## config.mk

```make
export PLATFORM = sky130hd
export DESIGN_NAME = crb_master
export DESIGN_NICKNAME = d
export VERILOG_FILES = /design/src/rtl/crb_pkg.sv /design/src/rtl/crb_qualify.sv /design/src/rtl/crb_beat_seq.sv /design/src/rtl/crb_resp.sv /design/src/rtl/crb_master.sv
export SDC_FILE = /design/constraint.sdc
export NUM_CORES = 1
export LEC_CHECK = 0
export ABC_AREA = 0
export BUFFER_PORTS_ARGS = -buffer_cell sky130_fd_sc_hd__buf_2
export CORE_MARGIN = 1.5
export CORE_UTILIZATION = 40
export DETAILED_ROUTE_END_ITERATION = 7
export PLACE_DENSITY = 0.8
export SYNTH_ARGS = -nofsm -noshare
export SYNTH_HDL_FRONTEND = slang
export SYNTH_SLANG_ARGS = --single-unit
```

## constraint.sdc

```tcl
create_clock -name clk -period 4.3 [get_ports clk]
set_input_delay 0.86 -clock clk [delete_from_list [all_inputs] [get_ports clk]]
set_output_delay 0.86 -clock clk [all_outputs]
set_load 0.02 [all_outputs]
```

## src/rtl/crb_pkg.sv

```systemverilog
// Shared types for the cache refill burst master.
package crb_pkg;

    // Sequencer state: idle, running a line refill, or a single access.
    typedef enum logic [1:0] {
        ST_IDLE   = 2'd0,
        ST_FILL   = 2'd1,
        ST_SINGLE = 2'd2
    } crb_state_e;

endpackage

```

## src/rtl/crb_qualify.sv

```systemverilog
// Access qualifier.
// Decides from the request whether the access is a line refill, and which
// byte selects it drives. Both results are registered on the accept cycle
// and held until the next accept, so later input changes cannot reach them.
// Assumes the inhibit flag is one address bit, set meaning uncached.
module crb_qualify #(
    parameter int SEL_W = 4
) (
    input  logic             clk,
    input  logic             rst_n,
    input  logic             capture,
    input  logic             cache_en,
    input  logic             we,
    input  logic             inhibit,
    input  logic [SEL_W-1:0] sel_in,
    output logic             fill_q,
    output logic [SEL_W-1:0] sel_q
);

    logic             fill_live;
    logic [SEL_W-1:0] sel_live;

    // Purpose: a refill needs an enabled cache, a read and a cacheable region.
    always_comb begin
        fill_live = cache_en && !we && !inhibit;
    end

    // Each byte lane is forced on for a refill, otherwise it follows the request.
    for (genvar lane = 0; lane < SEL_W; lane++) begin : g_lane
        assign sel_live[lane] = fill_live | sel_in[lane];
    end

    // Purpose: freeze the decision and the selects on the accept cycle.
    always_ff @(posedge clk) begin
        if (!rst_n) begin
            fill_q <= 1'b0;
            sel_q  <= '0;
        end else if (capture) begin
            fill_q <= fill_live;
            sel_q  <= sel_live;
        end
    end

endmodule

```

## src/rtl/crb_beat_seq.sv

```systemverilog
// Beat sequencer.
// Runs one access: either BEATS beats for a refill or one beat otherwise.
// A beat advances only on ACK. ERR ends the access at once. The word index
// starts at the requested word and wraps inside the line.
// Assumes BEATS is a power of two and at least two.
module crb_beat_seq
    import crb_pkg::*;
#(
    parameter int BEATS = 4,
    localparam int IDX_W = $clog2(BEATS)
) (
    input  logic             clk,
    input  logic             rst_n,
    input  logic             start,
    input  logic             fill,
    input  logic [IDX_W-1:0] start_idx,
    input  logic             ack,
    input  logic             err,
    output logic             busy,
    output logic [IDX_W-1:0] beat_idx,
    output logic             last_beat
);

    localparam logic [IDX_W-1:0] LAST_CNT = IDX_W'(BEATS - 1);

    crb_state_e       state_q;
    logic [IDX_W-1:0] idx_q;
    logic [IDX_W-1:0] cnt_q;

    // Purpose: decode busy and final-beat from the state and beat count.
    always_comb begin
        busy      = (state_q != ST_IDLE);
        last_beat = (state_q == ST_SINGLE) ||
                    ((state_q == ST_FILL) && (cnt_q == LAST_CNT));
        beat_idx  = idx_q;
    end

    // Purpose: step state, word index and beat count on bus responses.
    always_ff @(posedge clk) begin
        if (!rst_n) begin
            state_q <= ST_IDLE;
            idx_q   <= '0;
            cnt_q   <= '0;
        end else begin
            case (state_q)
                ST_IDLE: begin
                    if (start) begin
                        state_q <= fill ? ST_FILL : ST_SINGLE;
                        idx_q   <= start_idx;
                        cnt_q   <= '0;
                    end
                end
                default: begin
                    if (err) begin
                        state_q <= ST_IDLE;
                    end else if (ack) begin
                        if (last_beat) begin
                            state_q <= ST_IDLE;
                        end else begin
                            idx_q <= idx_q + 1'b1;
                            cnt_q <= cnt_q + 1'b1;
                        end
                    end
                end
            endcase
        end
    end

endmodule

```

## src/rtl/crb_resp.sv

```systemverilog
// Response register.
// Turns each bus response that ends a beat into a one-cycle strobe toward
// the requester, one cycle after the ACK or ERR. ERR outranks ACK.
module crb_resp #(
    parameter int DW    = 32,
    parameter int IDX_W = 2
) (
    input  logic             clk,
    input  logic             rst_n,
    input  logic             busy,
    input  logic             ack,
    input  logic             err,
    input  logic             last_beat,
    input  logic             fill,
    input  logic [IDX_W-1:0] beat_idx,
    input  logic [DW-1:0]    dat_in,
    output logic             rsp_valid,
    output logic [DW-1:0]    rsp_data,
    output logic [IDX_W-1:0] rsp_idx,
    output logic             rsp_fill,
    output logic             rsp_last,
    output logic             rsp_err
);

    logic beat_end;

    // Purpose: a beat ends on ACK or ERR, but only while an access runs.
    always_comb begin
        beat_end = busy && (ack || err);
    end

    // Purpose: register the returned word and its tags for one cycle.
    always_ff @(posedge clk) begin
        if (!rst_n) begin
            rsp_valid <= 1'b0;
            rsp_data  <= '0;
            rsp_idx   <= '0;
            rsp_fill  <= 1'b0;
            rsp_last  <= 1'b0;
            rsp_err   <= 1'b0;
        end else begin
            rsp_valid <= beat_end;
            if (beat_end) begin
                rsp_data <= dat_in;
                rsp_idx  <= beat_idx;
                rsp_fill <= fill;
                rsp_last <= err || last_beat;
                rsp_err  <= err;
            end
        end
    end

endmodule

```

## src/rtl/crb_master.sv

```systemverilog
// Cache refill burst master (top).
// Takes one request at a time from the cache. It runs a wrapping line-refill
// burst or a single Wishbone access, and returns one response per beat.
// Address, write data, the refill decision and the byte selects are all
// captured on the accept cycle, so the bus side stays steady for the whole
// access. Assumes the slave holds neither ACK nor ERR while CYC is low.
module crb_master #(
    parameter int AW     = 32,
    parameter int DW     = 32,
    parameter int BEATS  = 4,
    parameter int CI_BIT = AW - 1
) (
    input  logic                     clk,
    input  logic                     rst_n,
    input  logic                     cache_en,
    input  logic                     rq_valid,
    output logic                     rq_ready,
    input  logic                     cpu_we,
    input  logic [AW-1:0]            cpu_addr,
    input  logic [DW/8-1:0]          cpu_sel,
    input  logic [DW-1:0]            cpu_wdata,
    output logic                     wb_cyc_o,
    output logic                     wb_stb_o,
    output logic                     wb_we_o,
    output logic [AW-1:0]            wb_adr_o,
    output logic [DW/8-1:0]          wb_sel_o,
    output logic [DW-1:0]            wb_dat_o,
    input  logic [DW-1:0]            wb_dat_i,
    input  logic                     wb_ack_i,
    input  logic                     wb_err_i,
    output logic                     rsp_valid,
    output logic [DW-1:0]            rsp_data,
    output logic [$clog2(BEATS)-1:0] rsp_idx,
    output logic                     rsp_fill,
    output logic                     rsp_last,
    output logic                     rsp_err
);

    localparam int SEL_W = DW / 8;
    localparam int OFFS  = $clog2(SEL_W);
    localparam int IDX_W = $clog2(BEATS);
    localparam int LINE  = OFFS + IDX_W;

    logic             start;
    logic             busy;
    logic             fill_q;
    logic [SEL_W-1:0] sel_q;
    logic [IDX_W-1:0] beat_idx;
    logic             last_beat;
    logic [AW-1:LINE] line_q;
    logic [OFFS-1:0]  byte_q;
    logic             we_q;
    logic [DW-1:0]    wdata_q;

    // Purpose: accept a request only while no access runs.
    always_comb begin
        rq_ready = !busy;
        start    = rq_valid && !busy;
    end

    // Purpose: hold the address, direction and write data of the accepted request.
    always_ff @(posedge clk) begin
        if (!rst_n) begin
            line_q  <= '0;
            byte_q  <= '0;
            we_q    <= 1'b0;
            wdata_q <= '0;
        end else if (start) begin
            line_q  <= cpu_addr[AW-1:LINE];
            byte_q  <= cpu_addr[OFFS-1:0];
            we_q    <= cpu_we;
            wdata_q <= cpu_wdata;
        end
    end

    crb_qualify #(
        .SEL_W (SEL_W)
    ) u_qual (
        .clk      (clk),
        .rst_n    (rst_n),
        .capture  (start),
        .cache_en (cache_en),
        .we       (cpu_we),
        .inhibit  (cpu_addr[CI_BIT]),
        .sel_in   (cpu_sel),
        .fill_q   (fill_q),
        .sel_q    (sel_q)
    );

    crb_beat_seq #(
        .BEATS (BEATS)
    ) u_seq (
        .clk       (clk),
        .rst_n     (rst_n),
        .start     (start),
        .fill      (cache_en && !cpu_we && !cpu_addr[CI_BIT]),
        .start_idx (cpu_addr[LINE-1:OFFS]),
        .ack       (wb_ack_i),
        .err       (wb_err_i),
        .busy      (busy),
        .beat_idx  (beat_idx),
        .last_beat (last_beat)
    );

    crb_resp #(
        .DW    (DW),
        .IDX_W (IDX_W)
    ) u_resp (
        .clk       (clk),
        .rst_n     (rst_n),
        .busy      (busy),
        .ack       (wb_ack_i),
        .err       (wb_err_i),
        .last_beat (last_beat),
        .fill      (fill_q),
        .beat_idx  (beat_idx),
        .dat_in    (wb_dat_i),
        .rsp_valid (rsp_valid),
        .rsp_data  (rsp_data),
        .rsp_idx   (rsp_idx),
        .rsp_fill  (rsp_fill),
        .rsp_last  (rsp_last),
        .rsp_err   (rsp_err)
    );

    // Purpose: drive the bus from held state; selects pass through only when idle.
    always_comb begin
        wb_cyc_o = busy;
        wb_stb_o = busy;
        wb_we_o  = busy && we_q;
        wb_dat_o = wdata_q;
        wb_adr_o = {line_q, beat_idx, (fill_q ? {OFFS{1'b0}} : byte_q)};
        wb_sel_o = busy ? sel_q : cpu_sel;
    end

endmodule

```

# --- Word level (Yosys, flattened, before mapping) ---
# Index checks and enable logic that the tools add are counted.
word_totals:
  ff_bits: 112
  inputBits: 107
  out_inout_bits: 110
  elab_cells: 64
op_classes:
  n_addsub: 2
  eq_ne: 6
  n_mux: 18
  n_bitwise: 4
  reduce_logical: 19
ops:
  columns: ["cell", "n"]
  rows:
  - ["2-bit two-way mux", 17]
  - ["1-bit logical AND", 6]
  - ["3-bit nonzero test", 2]
  - ["2-bit by 1-bit adder with 2-bit output, second input constant", 2]
  - ["2-bit == test, second input constant", 2]
  - ["4-bit two-way mux", 1]
  - ["2-bit inequality test, second input constant", 2]
  - ["1-bit bitwise OR", 4]
  - ["4-bit AND reduction", 1]
  - ["2-bit nonzero test", 2]
  - ["1-bit logical NOT", 3]
  - ["1-bit logical OR", 3]
  - ["3-bit AND reduction", 1]
  - ["2-bit by 1-bit == test with 1-bit output, second input constant", 1]
  - ["2-bit logical NOT", 1]
  - ["2-bit by 1-bit inequality test with 1-bit output, second input constant", 1]

# --- Longest topological paths before layout ---
# Gate-level depths: netlist of run 1.
depth:
  word_depth: 7
  depth_mapped: 7
  depth_no_buf: 5

# --- Modules after synthesis ---
# A second synthesis of run 1 with hierarchy kept.
unflattened:
  cells_unflattened: 510
  hier_area_um2: 4769.6
by_module_without_submodules:
  columns: ["module", "n_inst", "cells_each", "area_each_um2", "seq_area_each_um2"]
  rows:
  - ["crb_master", 1, 285, 2685.1, 1261.2]
  - ["crb_resp", 1, 165, 1545.2, 760.7]
  - ["crb_beat_seq", 1, 39, 354.1, 120.1]
  - ["crb_qualify", 1, 21, 185.2, 100.1]

# --- Worst setup path after synthesis of run 1 ---
# Ideal clock, no wire load.
synth_path:
  kind: "flip-flop to output port"
  from: "reg u_seq.state_q[1]"
  to: "out wb_sel_o[0]"
  arrival_ns: 1.344
  required_time_ns: 3.440
  slack_ns: 2.096
  stages_incl_launch_ff: 5
  n_path_buf: 2
  cell_sequence: "dfxtp_1 buf_2 nor2_2 buf_2 mux2_2"
synth_via:
  elab_chain_len: 2
synth_rtl:
  columns: ["item", "line_no", "source"]
  rows:
  - ["start, declared", "crb_beat_seq.sv:26", "crb_state_e state_q;"]
  - ["start signal, assigned", "crb_beat_seq.sv:48", "state_q <= fill ? ST_FILL : ST_SINGLE;"]
  - ["2-bit nonzero test", "crb_beat_seq.sv:32", "busy = (state_q != ST_IDLE);"]
  - ["4-bit two-way mux", "crb_master.sv:133", "wb_sel_o = busy ? sel_q : cpu_sel;"]
  - ["end, declared", "crb_master.sv:26", "output logic [DW/8-1:0] wb_sel_o,"]
# No other way between the ends.

# --- Final worst setup path of run 1 ---
layout_path:
  from: "reg u_seq.state_q[0]"
  to: "out wb_sel_o[0]"
# The elaborated chain is that of the path after synthesis.

==> flow_summary.ini, run 1 <==
[logic_synthesis]
synth_nets = 612
ys.warnings.count = 0
yosysMostFrequentCell = nand2_1
synthCells = 504
synthArstFlopShare_pct = 0
ys_ff_latch = 112
synth_commonest_cells = 202 x nand2_1, 112 x dfxtp_1, 103 x a21oi_1, 17 x buf_2, 14 x clkbuf_1
yosysSeqAreaShare_pct = 55.0
syn_avg_cell_area_sq_um = 8.09
ys_types = 32
synth_flop_cell = dfxtp_1
synth.largest_area_cell = dfxtp_1
netlist_area_sq_um = 4080
synth-edff-count = 0
yosysTopAreaCellShare_pct = 55.0
netlist_top_cells_area = dfxtp_1 55%, nand2_1 19%, a21oi_1 13%

[power_and_ir_drop]
peakVddDrop_uv = 252
p_per_area_nw_per_um2 = 618
p_leak_uw = 0.00258

[floorplan]
start_util_pct = 41.5
die_y_um = 104
coreArea_sq_um = 9820
ios = 217
die-area_sq_um = 10800
rows = 36
fp.dieW_um = 104

[clocking]
clk_pin_slew_ps = 100
cts_buffers = 9
root_buffer = clkbuf_8
clockBufferDepth = 2
htreeDepth = 3
hold_buffers = 0
cts_tree = yes
worstSkewPairLatency_ps = 360
ctsResizeCount = 0
postCtsSetupBuffers = 0
cts_sinks = 112

[drt]
dr_wl_met3_um = 915
vias = 4024
drtPass1Iterations = 5
drc = 0
ant_nets = 0
initialDrtViolationCount = 219
routed_wl_um = 10900
top_layer = met4
wl_met1_um = 4490
wl_per_cell_um = 13.1
viasPerCell = 4.81
wl_met2_um = 5350

[global_routing]
grt_max_degree = 66
grt_use_total_pct = 19.8
grt_pass1_vias = 3851
antenna_found_initial = 0
grt-ovfl-total = 0
grt_pass1_wl_um = 17500

[setup_path]
worstReg2RegEnd = wb_dat_o[5]
critPathLaunchType = register
cp.arrival_ps = 1940
crit_path_max_fanout = 15
r2r_cells = 4
r2r_slack_ps = 1900
r2r-start = u_seq.state_q[0]
crit_type = reg2out
cp-end-kind = output port
cp.required_ps = 3440

[hold_path]
hp-class = reg2reg
holdPathStages = 2
min_to = u_resp.rsp_data[19]
holdCritStartpoint = u_resp.rsp_data[19]

[status]
outcome = completed

[timing]
min_period_ps = 2800
worst_slew_pin_slew_ps = 1190
finalMaxSlewViolations = 0
setup_viol = 0
fin_crit_sh_pct = 65.2
max_freq_mhz = 357
hold_violations = 0
finClkSkew_ps = 10.4
worst_slew_margin_rel_pct = 20.1
grt_setup_unrepaired = false
setup_tns_ps = 0

[cells_and_area]
drive_gt1_share_pct = 35.1
final_net_count = 807
syn2layout_area_growth_pct = 33.7
fin_cells = 837
diodes = 0
fillCellCount = 957

[flow_run]
max_cap_violations = 0

[place]
port_buffers = 216
gp_routability_congestion = 0.828
post-place-cells = 821
hpwlAfterDp_um = 7890
layout make-up:
type                            count  area, sq um  area share, %
Multi-Input combinational cell    353         1650           30.2
Tap cell                          133          166           3.05
Clock buffer                        9          124           2.27
Timing Repair Buffer              220         1140           20.8
Inverter                            3         11.3          0.207
Sequential cell                   112         2240           41.1
Clock inverter                      7          125           2.29
through the flow:
stage               setup WS, ps  power, uW  cell area, sq um  utilization (%)  hold slack, ps
global route                1380       3580              5450             55.5             472
finish                      1500       3370              5450             55.5             456
global placement            1870       2610              5200             53.0             439
floorplan                   2100       2260              4080                -             432
detailed placement          1860       2650              5200             53.0             444
CTS                         1500       3400              5450             55.5             458
how the worst max path moves through the flow:
stage                startpoint  slack (ps)  cells past startpoint                 end
2_1_floorplan  u_seq.state_q[1]        2100                      4         wb_sel_o[0]
3_3_place_gp           wb_ack_i        1870                      6  u_resp.rsp_data[8]
3_5_place_dp           wb_ack_i        1860                      6  u_resp.rsp_data[2]
4_1_cts        u_seq.state_q[0]        1500                      3         wb_sel_o[0]
5_1_grt        u_seq.state_q[0]        1380                      3         wb_sel_o[0]
6_report       u_seq.state_q[0]        1500                      3         wb_sel_o[0]
routing by layer:
metal | track usage, % | vias to the layer above
met3 | 5.83 | 13
met4 | 6.85 | 0
met5 | 0 | -
li1 | - | 2030
met2 | 36.2 | 177
met1 | 21.6 | 1804
report_power, final:
group | leakage (uW) | internal (uW) | switching (uW)
registers | 0.000918 | 1250 | 126
logic | 0.00154 | 410 | 833
clock network | 0.000124 | 393 | 354
registers in the layout (all words and copies together), names as in the netlist:
signal and flops:
byte_q 2, line_q 28, u_qual.fill_q 1, u_qual.sel_q 4, u_resp.rsp_data 32, u_resp.rsp_err 1
u_resp.rsp_fill 1, u_resp.rsp_idx 2, u_resp.rsp_last 1, u_resp.rsp_valid 1, u_seq.beat_idx 2, u_seq.cnt_q 2
u_seq.state_q 2, wb_dat_o 32, we_q 1
cell families (layout without fill, tap and decap cells):
kind of cell	Yosys count	count (layout)	synth area share [%]
buffers and inverters	39	239	4.66
AO/OA/AOI/OAI	117	117	15.3
AND/OR/NAND/NOR	225	225	22.2
multiplexers	10	10	2.58
adder cells (fa/ha/maj)	1	1	0.307
flip-flops	112	112	55.0
cells in the final DEF (no fill, tap or decap), types with 2 or more instances in the layout:
cell type / instances
buf_4: 2
mux2_2: 4
a21oi_1: 103
inv_6: 2
dfxtp_1: 112
nand3b_1: 3
o21ai_0: 2
o21ai_1: 5
bufinv_16: 3
nor2_2: 2
inv_1: 2
nand3_1: 2
nand2_1: 201
mux2i_1: 6
nor2b_1: 3
buf_2: 216
clkinv_4: 2
nand2b_1: 2
nor3b_1: 2
buf_12: 2
clkbuf_8: 9
nor2_1: 6
worst max-delay path, stage by stage (launching register included):
cell	delay (ps)
dfxtp_1	440
nor2_2	580
mux2_2	400
buf_2	160
Note: power is estimated with default switching activity, not from simulation.
==> run 2: changes to the inputs <==
- ABC_AREA: 0 -> 1
- PLACE_DENSITY: 0.8 -> 0.82
- clock period: 4.3 -> 2.5 ns (I/O delays scaled with it)
==> run 2 against run 1 <==
Against the previous run:
- final cell count up 4.1%
- critical path type unchanged
- clock skew grew 5.3 ps
- worst setup slack lost 1100 ps
- largest cell class unchanged
- clock-buffer cell count is the same
==> flow_summary.ini, run 2 <==
[status]
outcome = completed

[power_and_ir_drop]
peakVddDrop_uv = 762
p_leak_uw = 0.00273
p_per_area_nw_per_um2 = 1250

[place]
gp_routability_congestion = 0.780
hpwlAfterDp_um = 7960
detailedPlace.worstSlack_ps = 655
port_buffers = 216

[clocking]
cts_tree = yes
ctsResizeCount = 0
cts_buffers = 9
root_buffer = clkbuf_8
postCtsSetupBuffers = 0
worstSkewPairLatency_ps = 370
cts_sinks = 112
clk_pin_slew_ps = 110
htreeDepth = 3
clockBufferDepth = 2
hold_buffers = 0

[setup_path]
cp-end-kind = output port
cp_cell_sequence = nor2_4 > inv_2 > nand2_1 > nand2_1 > buf_2
r2r_slack_ps = 700
crit_path_max_fanout = 13
cp.arrival_ps = 1590
r2r-start = u_seq.state_q[0]
crit_type = reg2out
crit_path_max_incr_delay_ps = 370
cp.required_ps = 2000
cp-startpoint = u_seq.state_q[0]
critPathLaunchType = register
cpMostUsedCell = nand2_1
crit_slowest_cell = dfxtp_1

[logic_synthesis]
synth.largest_area_cell = dfxtp_1
yosys.area_share.xor_xnor_pct = 0
synth_compound_area_share_pct = 14.6
synth_flop_cell = dfxtp_1
synth-edff-count = 0
synth_nets = 642
synth_fa_ha_area_share_pct = 0.304
synthMuxAreaShare_pct = 0
synth_commonest_cells = 200 x nor2_1, 112 x dfxtp_1, 83 x o21ai_0, 46 x nand2_1, 20 x o21ai_1
ys_types = 19
yosysSeqAreaShare_pct = 54.4
synthArstFlopShare_pct = 0
netlist_area_sq_um = 4120
netlist_top_cells_area = dfxtp_1 54%, nor2_1 18%, o21ai_0 10%
ys.warnings.count = 0
synth_simple_gate_area_share_pct = 23.7
synthCells = 534
synth_top_family_by_area = simple AND/OR/NAND/NOR gates
yosysTopAreaCellShare_pct = 54.4
syn_avg_cell_area_sq_um = 7.72
yosysMostFrequentCell = nor2_1
ys_ff_latch = 112

[floorplan]
fp.dieW_um = 104
ios = 217
coreArea_sq_um = 9860
start_util_pct = 41.8
die_y_um = 104
die-area_sq_um = 10900
rows = 36

[timing]
finClkSkew_ps = 15.7
worst_slew_pin_slew_ps = 678
layout_setup_ws_ps = 413
max_freq_mhz = 479
setup_tns_ps = 0
setup_viol = 0
worst_slew_margin_rel_pct = 54.8
hold_violations = 0
grt_setup_unrepaired = false
fin_crit_sh_pct = 83.5
min_period_ps = 2090
finalMaxSlewViolations = 0

[hold_path]
hp-class = in2reg
holdCritStartpoint = wb_dat_i[14]

[drt]
ant_nets = 0
drtPass1Iterations = 5
drc = 0
vias = 4008
routed_wl_um = 10900
wl_per_cell_um = 12.6
initialDrtViolationCount = 205
viasPerCell = 4.60

[cells_and_area]
diodes = 0
final_net_count = 841
fillCellCount = 991
layout_common_cells = 216 x buf_2, 200 x nor2_1, 112 x dfxtp_1, 83 x o21ai_0, 46 x nand2_1
syn2layout_area_growth_pct = 31.7
drive_gt1_share_pct = 33.2
layout_commonest_cell = buf_2

[flow_run]
max_cap_violations = 0

[global_routing]
grt-ovfl-total = 0
grt_max_degree = 76
grt_use_total_pct = 19.9
grt_pass1_vias = 3655
grt_pass1_wl_um = 17600
antenna_found_initial = 0
run 2: cell types whose count changed in the layout (fill, tap and decap cells not counted), sizes merged, moves of 4 or more:
cell and change:
a21oi -88, inv +11, mux2 -4, mux2i -6, nand2 -154, nand3 +4, nor2 +193, o21ai +96
run 2: final timing paths:
check                              to  depth (start not counted)
hold / removal    u_resp.rsp_data[14]                          3
setup / recovery          wb_sel_o[0]                          5
setup reg to reg     u_seq.state_q[1]                          6
hold reg to reg                  we_q                          2
run 2: through the flow:
stage	power, uW	area, sq um	cells	hold WS (ps)	util (%)
after global routing	7310	5430	871	352	55.0
after detailed placement	5720	5210	855	449	52.8
after floorplan	4870	4120	534	429	-
final	6800	5430	871	364	55.0
after global placement	5650	5210	855	439	52.8
after CTS	6880	5430	871	339	55.0
run 2: kinds of logic after synthesis:
| family | after synthesis |
|---|---|
| AND/OR/NAND/NOR | 255 |
| AO/OA/AOI/OAI | 118 |
| flip-flops | 112 |
| buffers and inverters | 48 |
| adder cells (fa/ha/maj) | 1 |
run 2: critical path, delay by kind of cell (launching register included):
family,cells,cell delay [ps]
buffers and inverters,2,360
flip-flops,1,370
AND/OR/NAND/NOR,3,490
run 2: per-layer routing:
metal / track usage (%) / share of wire [%]
met2: 34.3 / 48
met4: 7.34 / 1.9
met5: 0 / 0
met3: 5.76 / 8.2
met1: 23.4 / 42
run 2: area by class of cell:
type,instances,area [sq um],share of cell area [%]
well taps,133,166,3.07
clock buffers,9,124,2.28
clock inverters,7,96.3,1.78
multi-input cells,374,1590,29.3
inverters,13,48.8,0.899
flip-flops and latches,112,2240,41.3
repair buffers,223,1160,21.3
run 2: power breakdown:
group | leakage [uW] | switching, uW | internal [uW] | total [uW]
registers | 0.000926 | 276 | 2350 | 2620
clock network | 0.000109 | 661 | 497 | 1160
logic | 0.00170 | 2060 | 962 | 3020
total | 0.00273 | 2990 | 3810 | 6800
